$ cat src/rtl/ber_meter_pkg.sv
package ber_meter_pkg;
    // generator length and feedback taps (x^11 + x^9 + 1)
    localparam int GEN_LEN = 11;
    localparam int TAP_HI  = 11;
    localparam int TAP_LO  = 9;

    // read port address map
    localparam int ADDR_W      = 3;
    localparam int ADDR_FREEZE = 0;
    localparam int ADDR_BYTE0  = 1;
    localparam int ADDR_STATUS = 5;
endpackage

$ cat src/rtl/ber_lock_track.sv
module ber_lock_track
    import ber_meter_pkg::*;
#(
    parameter int RUN_LEN   = 64,
    parameter int RUN_LIMIT = 20
) (
    input  logic clk,
    input  logic rst_n,
    input  logic bit_in,
    input  logic bit_vld,
    output logic locked,
    output logic cmp_vld,
    output logic cmp_err,
    output logic lose
);
    localparam int SEED_W = $clog2(GEN_LEN + 1);
    localparam int RUN_W  = $clog2(RUN_LEN);
    localparam int ERR_W  = $clog2(RUN_LIMIT + 2);

    typedef struct packed {
        logic               lock;
        logic [SEED_W-1:0]  seed;
        logic [GEN_LEN-1:0] sr;
        logic [RUN_W-1:0]   run;
        logic [ERR_W-1:0]   rerr;
    } trk_t;

    trk_t st_d, st_q;
    logic pred, mis;
    logic [ERR_W-1:0] err_sum;

    always_comb begin
        st_d    = st_q;
        cmp_vld = 1'b0;
        cmp_err = 1'b0;
        lose    = 1'b0;
        pred    = st_q.sr[TAP_HI-1] ^ st_q.sr[TAP_LO-1];
        mis     = bit_in ^ pred;
        err_sum = st_q.rerr + ERR_W'(mis);
        if (bit_vld) begin
            if (!st_q.lock) begin
                // seeding: load received bits, no comparison
                st_d.sr = {st_q.sr[GEN_LEN-2:0], bit_in};
                if (st_q.seed == SEED_W'(GEN_LEN - 1)) begin
                    st_d.lock = 1'b1;
                    st_d.seed = '0;
                    st_d.run  = '0;
                    st_d.rerr = '0;
                end else begin
                    st_d.seed = st_q.seed + 1'b1;
                end
            end else if (err_sum > ERR_W'(RUN_LIMIT)) begin
                lose      = 1'b1;
                st_d.lock = 1'b0;
                st_d.seed = '0;
            end else begin
                cmp_vld = 1'b1;
                cmp_err = mis;
                // free-running: feed back the prediction, not the received bit
                st_d.sr = {st_q.sr[GEN_LEN-2:0], pred};
                if (st_q.run == RUN_W'(RUN_LEN - 1)) begin
                    st_d.run  = '0;
                    st_d.rerr = '0;
                end else begin
                    st_d.run  = st_q.run + 1'b1;
                    st_d.rerr = err_sum;
                end
            end
        end
    end

    always_ff @(posedge clk or negedge rst_n) begin
        if (!rst_n) st_q <= '0;
        else        st_q <= st_d;
    end

    assign locked = st_q.lock;

    // a loss event always clears lock on the next edge
    p_lose_unlocks_r8: assert property (@(posedge clk) disable iff (!rst_n)
        lose |=> !locked);
    // while locked, the run total never exceeds the limit
    p_run_bound_r8: assert property (@(posedge clk) disable iff (!rst_n)
        locked |-> (st_q.rerr <= ERR_W'(RUN_LIMIT)));
    // lock only rises on an accepted bit
    p_lock_needs_bit_r2: assert property (@(posedge clk) disable iff (!rst_n)
        $rose(locked) |-> $past(bit_vld));
    // nothing moves without a valid bit
    p_idle_hold_r3: assert property (@(posedge clk) disable iff (!rst_n)
        !bit_vld |=> $stable(st_q));
endmodule

$ cat src/rtl/ber_window.sv
module ber_window #(
    parameter int WINDOW_BITS = 800000,
    parameter int ACC_W       = 32,
    parameter int CNT_W       = 32
) (
    input  logic             clk,
    input  logic             rst_n,
    input  logic             cmp_vld,
    input  logic             cmp_err,
    input  logic             lose,
    output logic [CNT_W-1:0] pub
);
    localparam int WIN_W = $clog2(WINDOW_BITS);
    localparam logic [ACC_W-1:0] ACC_MAX = '1;

    typedef struct packed {
        logic [WIN_W-1:0] wcnt;
        logic [ACC_W-1:0] acc;
        logic [ACC_W-1:0] pub;
    } win_t;

    win_t st_d, st_q;
    logic [ACC_W-1:0] acc_inc;
    logic win_end;

    always_comb begin
        st_d    = st_q;
        acc_inc = (st_q.acc == ACC_MAX) ? st_q.acc : st_q.acc + ACC_W'(cmp_err);
        win_end = cmp_vld && (st_q.wcnt == WIN_W'(WINDOW_BITS - 1));
        if (lose) begin
            st_d.wcnt = '0;
            st_d.acc  = '0;
        end else if (cmp_vld) begin
            if (win_end) begin
                st_d.pub  = acc_inc;
                st_d.wcnt = '0;
                st_d.acc  = '0;
            end else begin
                st_d.wcnt = st_q.wcnt + 1'b1;
                st_d.acc  = acc_inc;
            end
        end
    end

    always_ff @(posedge clk or negedge rst_n) begin
        if (!rst_n) st_q <= '0;
        else        st_q <= st_d;
    end

    generate
        if (ACC_W < CNT_W) begin : g_pad
            assign pub = {{(CNT_W - ACC_W){1'b0}}, st_q.pub};
        end else begin : g_full
            assign pub = st_q.pub;
        end
    endgenerate

    // the published value changes only after a compared bit
    p_pub_on_cmp_r4: assert property (@(posedge clk) disable iff (!rst_n)
        (st_q.pub != $past(st_q.pub)) |-> $past(cmp_vld));
    // a loss empties the working window
    p_discard_r8: assert property (@(posedge clk) disable iff (!rst_n)
        lose |=> (st_q.acc == '0 && st_q.wcnt == '0));
    // a saturated total stays saturated within the window
    p_sat_hold_r9: assert property (@(posedge clk) disable iff (!rst_n)
        (st_q.acc == ACC_MAX && cmp_vld && !win_end && !lose) |=> (st_q.acc == ACC_MAX));
endmodule

$ cat src/rtl/ber_read_port.sv
module ber_read_port
    import ber_meter_pkg::*;
#(
    parameter int CNT_W = 32
) (
    input  logic              clk,
    input  logic              rst_n,
    input  logic              rd_en,
    input  logic [ADDR_W-1:0] rd_addr,
    input  logic [CNT_W-1:0]  pub,
    input  logic              locked,
    output logic [7:0]        rd_data
);
    localparam int NBYTES = CNT_W / 8;

    typedef struct packed {
        logic [CNT_W-1:0] shadow;
        logic [7:0]       rdata;
    } rp_t;

    rp_t st_d, st_q;

    always_comb begin
        st_d = st_q;
        if (rd_en) begin
            st_d.rdata = 8'h00;
            if (rd_addr == ADDR_W'(ADDR_FREEZE)) begin
                st_d.shadow = pub;
            end else if (rd_addr == ADDR_W'(ADDR_STATUS)) begin
                st_d.rdata = {7'b0, locked};
            end
            for (int i = 0; i < NBYTES; i++) begin
                if (rd_addr == ADDR_W'(ADDR_BYTE0 + i))
                    st_d.rdata = st_q.shadow[8*i +: 8];
            end
        end
    end

    always_ff @(posedge clk or negedge rst_n) begin
        if (!rst_n) st_q <= '0;
        else        st_q <= st_d;
    end

    assign rd_data = st_q.rdata;

    // the snapshot only moves on a freeze read
    p_shadow_hold_r7: assert property (@(posedge clk) disable iff (!rst_n)
        !(rd_en && rd_addr == ADDR_W'(ADDR_FREEZE)) |=> $stable(st_q.shadow));
    // read data holds between strobes
    p_rdata_hold_r7: assert property (@(posedge clk) disable iff (!rst_n)
        !rd_en |=> $stable(rd_data));
endmodule

$ cat src/rtl/prbs_ber_meter.sv
module prbs_ber_meter
    import ber_meter_pkg::*;
#(
    parameter int WINDOW_BITS = 800000,
    parameter int ACC_W       = 32,
    parameter int RUN_LEN     = 64,
    parameter int RUN_LIMIT   = 20
) (
    input  logic        clk,
    input  logic        rst_n,
    input  logic        bit_in,
    input  logic        bit_vld,
    input  logic        rd_en,
    input  logic [2:0]  rd_addr,
    output logic [7:0]  rd_data,
    output logic        locked,
    output logic [31:0] err_count
);
    localparam int CNT_W = 32;

    logic cmp_vld, cmp_err, lose;

    ber_lock_track #(.RUN_LEN(RUN_LEN), .RUN_LIMIT(RUN_LIMIT)) i_track (
        .clk(clk), .rst_n(rst_n), .bit_in(bit_in), .bit_vld(bit_vld),
        .locked(locked), .cmp_vld(cmp_vld), .cmp_err(cmp_err), .lose(lose)
    );

    ber_window #(.WINDOW_BITS(WINDOW_BITS), .ACC_W(ACC_W), .CNT_W(CNT_W)) i_window (
        .clk(clk), .rst_n(rst_n), .cmp_vld(cmp_vld), .cmp_err(cmp_err),
        .lose(lose), .pub(err_count)
    );

    ber_read_port #(.CNT_W(CNT_W)) i_read (
        .clk(clk), .rst_n(rst_n), .rd_en(rd_en), .rd_addr(rd_addr),
        .pub(err_count), .locked(locked), .rd_data(rd_data)
    );

    // no read strobe alters the published count
    p_read_keeps_count_r6: assert property (@(posedge clk) disable iff (!rst_n)
        (rd_en && !bit_vld) |=> $stable(err_count));
endmodule

$ cat config.mk
export PLATFORM = sky130hd
export DESIGN_NAME = prbs_ber_meter
export DESIGN_NICKNAME = d
export VERILOG_FILES = /design/src/rtl/ber_meter_pkg.sv /design/src/rtl/ber_lock_track.sv /design/src/rtl/ber_window.sv /design/src/rtl/ber_read_port.sv /design/src/rtl/prbs_ber_meter.sv
export SDC_FILE = /design/constraint.sdc
export NUM_CORES = 1
export LEC_CHECK = 0
export ABC_AREA = 1
export BUFFER_PORTS_ARGS = -buffer_cell sky130_fd_sc_hd__buf_4
export CAP_MARGIN = 40
export CELL_PAD_IN_SITES_DETAIL_PLACEMENT = 2
export CELL_PAD_IN_SITES_GLOBAL_PLACEMENT = 2
export CORE_MARGIN = 5
export CORE_UTILIZATION = 40
export CTS_BUF_LIST = sky130_fd_sc_hd__clkbuf_4 sky130_fd_sc_hd__clkbuf_8
export CTS_CLUSTER_SIZE = 28
export DETAILED_ROUTE_END_ITERATION = 10
export PLACE_DENSITY = 0.95
export SETUP_SLACK_MARGIN = 0.02
export SYNTH_ARGS = -nofsm -noshare
export SYNTH_HDL_FRONTEND = slang
export SYNTH_HIERARCHICAL = 1
export SYNTH_SLANG_ARGS = --single-unit
$ cat constraint.sdc
create_clock -name clk -period 10.1 [get_ports clk]
set_clock_uncertainty 0.05 [all_clocks]
set_input_delay 0.505 -clock clk [delete_from_list [all_inputs] [get_ports clk]]
set_output_delay 0.505 -clock clk [all_outputs]
set_load 0.005 [all_outputs]
==> results.md <==
- Outcome: completed
- First-pass GRT wire length: 59,500 µm
- Root buffer cell: clkbuf_8
- Post-synthesis cell area: 0.00871 mm²
- Worst Path Arrival: 5040 ps
- Mean post-synth cell area: 7.32 µm²
- Largest fanout on the critical path: 7
- Row count: 54
- Clock buffer depth: 2
- Initial antenna violation count: 0
- Slowest cell on the critical path: nor3_1
- # port buffers: 48
- Area growth from synthesis to layout: 6.94%
- Max incr delay on CP: 640 ps
- Max-Cap Viols: 0
- Total power: 1.57 mW
- CP startpoint: i_track/st_q[19]$_DFFE_PN0P_
- Largest cells by area after synthesis: dfrtp_1 43%, nand2_1 21%, nand3_1 5.2%
- CP Depth: 22
- Number of remaining DRC errors: 0
- Min Tclk post-route: 4720 ps
- Worst-Skew Late Latency: 490 ps
- Setup repair bufs after CTS: 0
- Hold path depth: 4
- Crit Path Class: register to register
- Hold WC Path Type: primary input to register
- Post-DP HPWL: 22,700 µm
- # IOs: 49
- CTS tree: yes
- Non-filler cells, final: 1,476
- Core area: 0.0216 mm²
- Final nets: 1,200
- Synth Register Bits: 151
- Vias: 8,532
- Filler Cell Count: 2,535
- Synth warn: 6
- PwrDens: 168 mW/mm²
- Number of global-route vias before repair: 9,812
- Startpoint Class: register
- All-Layer GR Usage: 31.6%
- Final ANT Viol Nets: 0
- Crit path required time: 10,420 ps
- Leading area contributor after synthesis: dfrtp_1
- CP dominant cell by count: nand2_1
- Final core utilization: 43.1%
- # setup viols final: 0
- Post-synth net total: 1,206
- WL/cell: 25.9 µm
- Vias per std cell: 5.78
- Dpl ws: 5820 ps
- Cells after Synth: 1,190
- CTS sink cnt: 151
- Number of synthesized flops with an enable pin: 0
- Top FF cell, synth: dfrtp_1
- Largest net degree at the start of global routing: 74
- Die height: 158 µm
- Resize count post-CTS: 0
- Final Max Tran Viols: 0
- Maximum VDD drop: 0.0000740 V
- Async set-reset flop share out of synthesis: 100%
- Die X: 158 µm
- N_diodes: 0
- Worst Setup End Kind: register
- H-tree depth: 4
- Seq/Total Area, Yosys: 43.4%
- Worst r2r src: i_track/st_q[19]$_DFFE_PN0P_
- Share of cells above drive strength 1: 11.6%
- Post-synth top area share: 43.4%
- Register-to-Register Path Depth: 22
- Slew @ Worst Pin: 852 ps
- Final WL: 38,200 µm
- CTS Buf Count: 17
- CP top delay family: simple AND/OR/NAND/NOR gates
- Reg2Reg Capture Point: i_window/st_q[61]$_DFFE_PN0P_
- Flop-to-flop setup slack: 5380 ps
- Sum of negative setup slack: 0 ps
- CP Cell Sequence: xnor2_1 > xor2_1 > inv_1 > ha_1 > ha_1 > inv_1 > nand2_1 > nand3_1 > nand2_1 > nand2_1 > nand2_1 > nor3_1 > ha_1 > nand2_1 > nor2_4 > nand2_1 > nor2_1 > nand2_1 > nand2_1 > nand3_1 > nand2_1 > nand2_1
- Fmax: 0.212 GHz
- Die outline area: 0.0248 mm²
- Worst-path clk slew: 90 ps
- Hold_buf cts: 1
- Unrepaired setup endpoints after global routing: false
- Grt ovf: 0
- Worst Setup EP: i_window/st_q[61]$_DFFE_PN0P_
- Final Hold Viols: 0
- Final period util: 46.7%
- Pleak: 4.62 nW
- Drt pass-1 iters: 5
- Initial Util: 40.3%
- DP Cell Count: 1,444
- Final worst slack: 5380 ps
- Post-synthesis cell type count: 38
- Buffers & Inverters on Critical Path: 2
- 1st-iter DRT viols: 643
- Routability congestion estimate: 0.910
- Slew headroom: 43.2%
[cells by family after synthesis]
family	Yosys count	share of synthesized area (%)
adder cells (fa/ha/maj)	8	1.15
buffers and inverters	193	11.5
AND/OR/NAND/NOR	744	36.8
AO/OA/AOI/OAI	75	5.23
flip-flops	151	43.4
XOR/XNOR	19	1.91
[tightest hold or removal path: cells and delay by family]
kind | cells | cell delay (ps)
buffers and inverters | 1 | 160
and+or+nand+nor | 2 | 130
AOI/OAI and AO/OA | 1 | 110
[where the power goes]
group | internal, mW | switching, mW
sequential | 0.670 | 0.0908
combinational | 0.0951 | 0.245
clock | 0.198 | 0.271
total | 0.962 | 0.607
[cells in the mapped netlist, types with 2 or more instances]
library cell	instances
nand2_4	2
or2_1	2
clkbuf_1	8
nor2_1	95
nand4_1	35
buf_4	45
nor2_4	5
xor2_1	16
a21oi_2	8
inv_1	104
nor2_2	10
buf_6	12
o21ai_0	13
o21bai_1	9
dfrtp_1	151
buf_2	12
o22ai_1	10
nor3_1	8
inv_2	9
ha_1	8
nand2_2	2
nand3_1	90
nand4_2	2
o21ai_1	30
nand2_1	478
nand3_2	9
xnor2_1	3
o21ai_2	4
[worst min-delay path by stage]
stage / start / endpoint
floorplan: rst_n / i_read/rd_data[0]$_DFFE_PN0P_
global placement: i_track/st_q[20]$_DFFE_PN0P_ / i_track/st_q[20]$_DFFE_PN0P_
detailed placement: i_track/st_q[15]$_DFFE_PN0P_ / i_track/st_q[15]$_DFFE_PN0P_
CTS: rd_en / i_read/rd_data[0]$_DFFE_PN0P_
global route: rd_en / i_read/rd_data[6]$_DFFE_PN0P_
finish: rd_en / i_read/rd_data[0]$_DFFE_PN0P_
[metal layers]
layer	GRT usage (%)	vias up	part of all wire, %
met5	0	-	0
met4	13.9	0	4.3
met3	5.52	118	4.0
met2	56.1	279	51
met1	37.4	4469	41
li1	-	3666	-
[per-stage QoR]
stage / hold slack [ps] / area [µm²]
2_1_floorplan: 159 / 8710
3_3_place_gp: 407 / 8870
4_1_cts: 371 / 9320
5_1_grt: 402 / 9320
6_report: 409 / 9320
3_5_place_dp: 431 / 8950
[area by class of cell]
| class | instances | area (µm²) | share of cell area (%) |
|---|---|---|---|
| clock inverters | 12 | 105 | 1.13 |
| repair buffers | 54 | 472 | 5.06 |
| inverters | 114 | 430 | 4.62 |
| flip-flops and latches | 151 | 3780 | 40.6 |
| multi-input cells | 846 | 3930 | 42.2 |
| clock buffers | 19 | 249 | 2.67 |
| well taps | 280 | 350 | 3.76 |
[placed cells by master, fill, tap and decap left out, types with 10 or more instances in the layout]
cell type | netlist | layout
nand2_1 | 478 | 478
dfrtp_1 | 151 | 151
inv_1 | 104 | 104
nor2_1 | 95 | 95
nand3_1 | 90 | 90
buf_4 | 45 | 49
nand4_1 | 35 | 35
o21ai_1 | 30 | 30
clkbuf_8 | 0 | 17
xor2_1 | 16 | 16
o21ai_0 | 13 | 13
nor2_2 | 10 | 10
o22ai_1 | 10 | 10
[flip-flops by register name, indices dropped and copies added (netlist names)]
name            count
i_track/locked      1
i_track/st_q       26
i_read/st_q        32
i_window/pub       32
i_window/st_q      52
i_read/rd_data      8
Power figures use the tool's default switching activity.
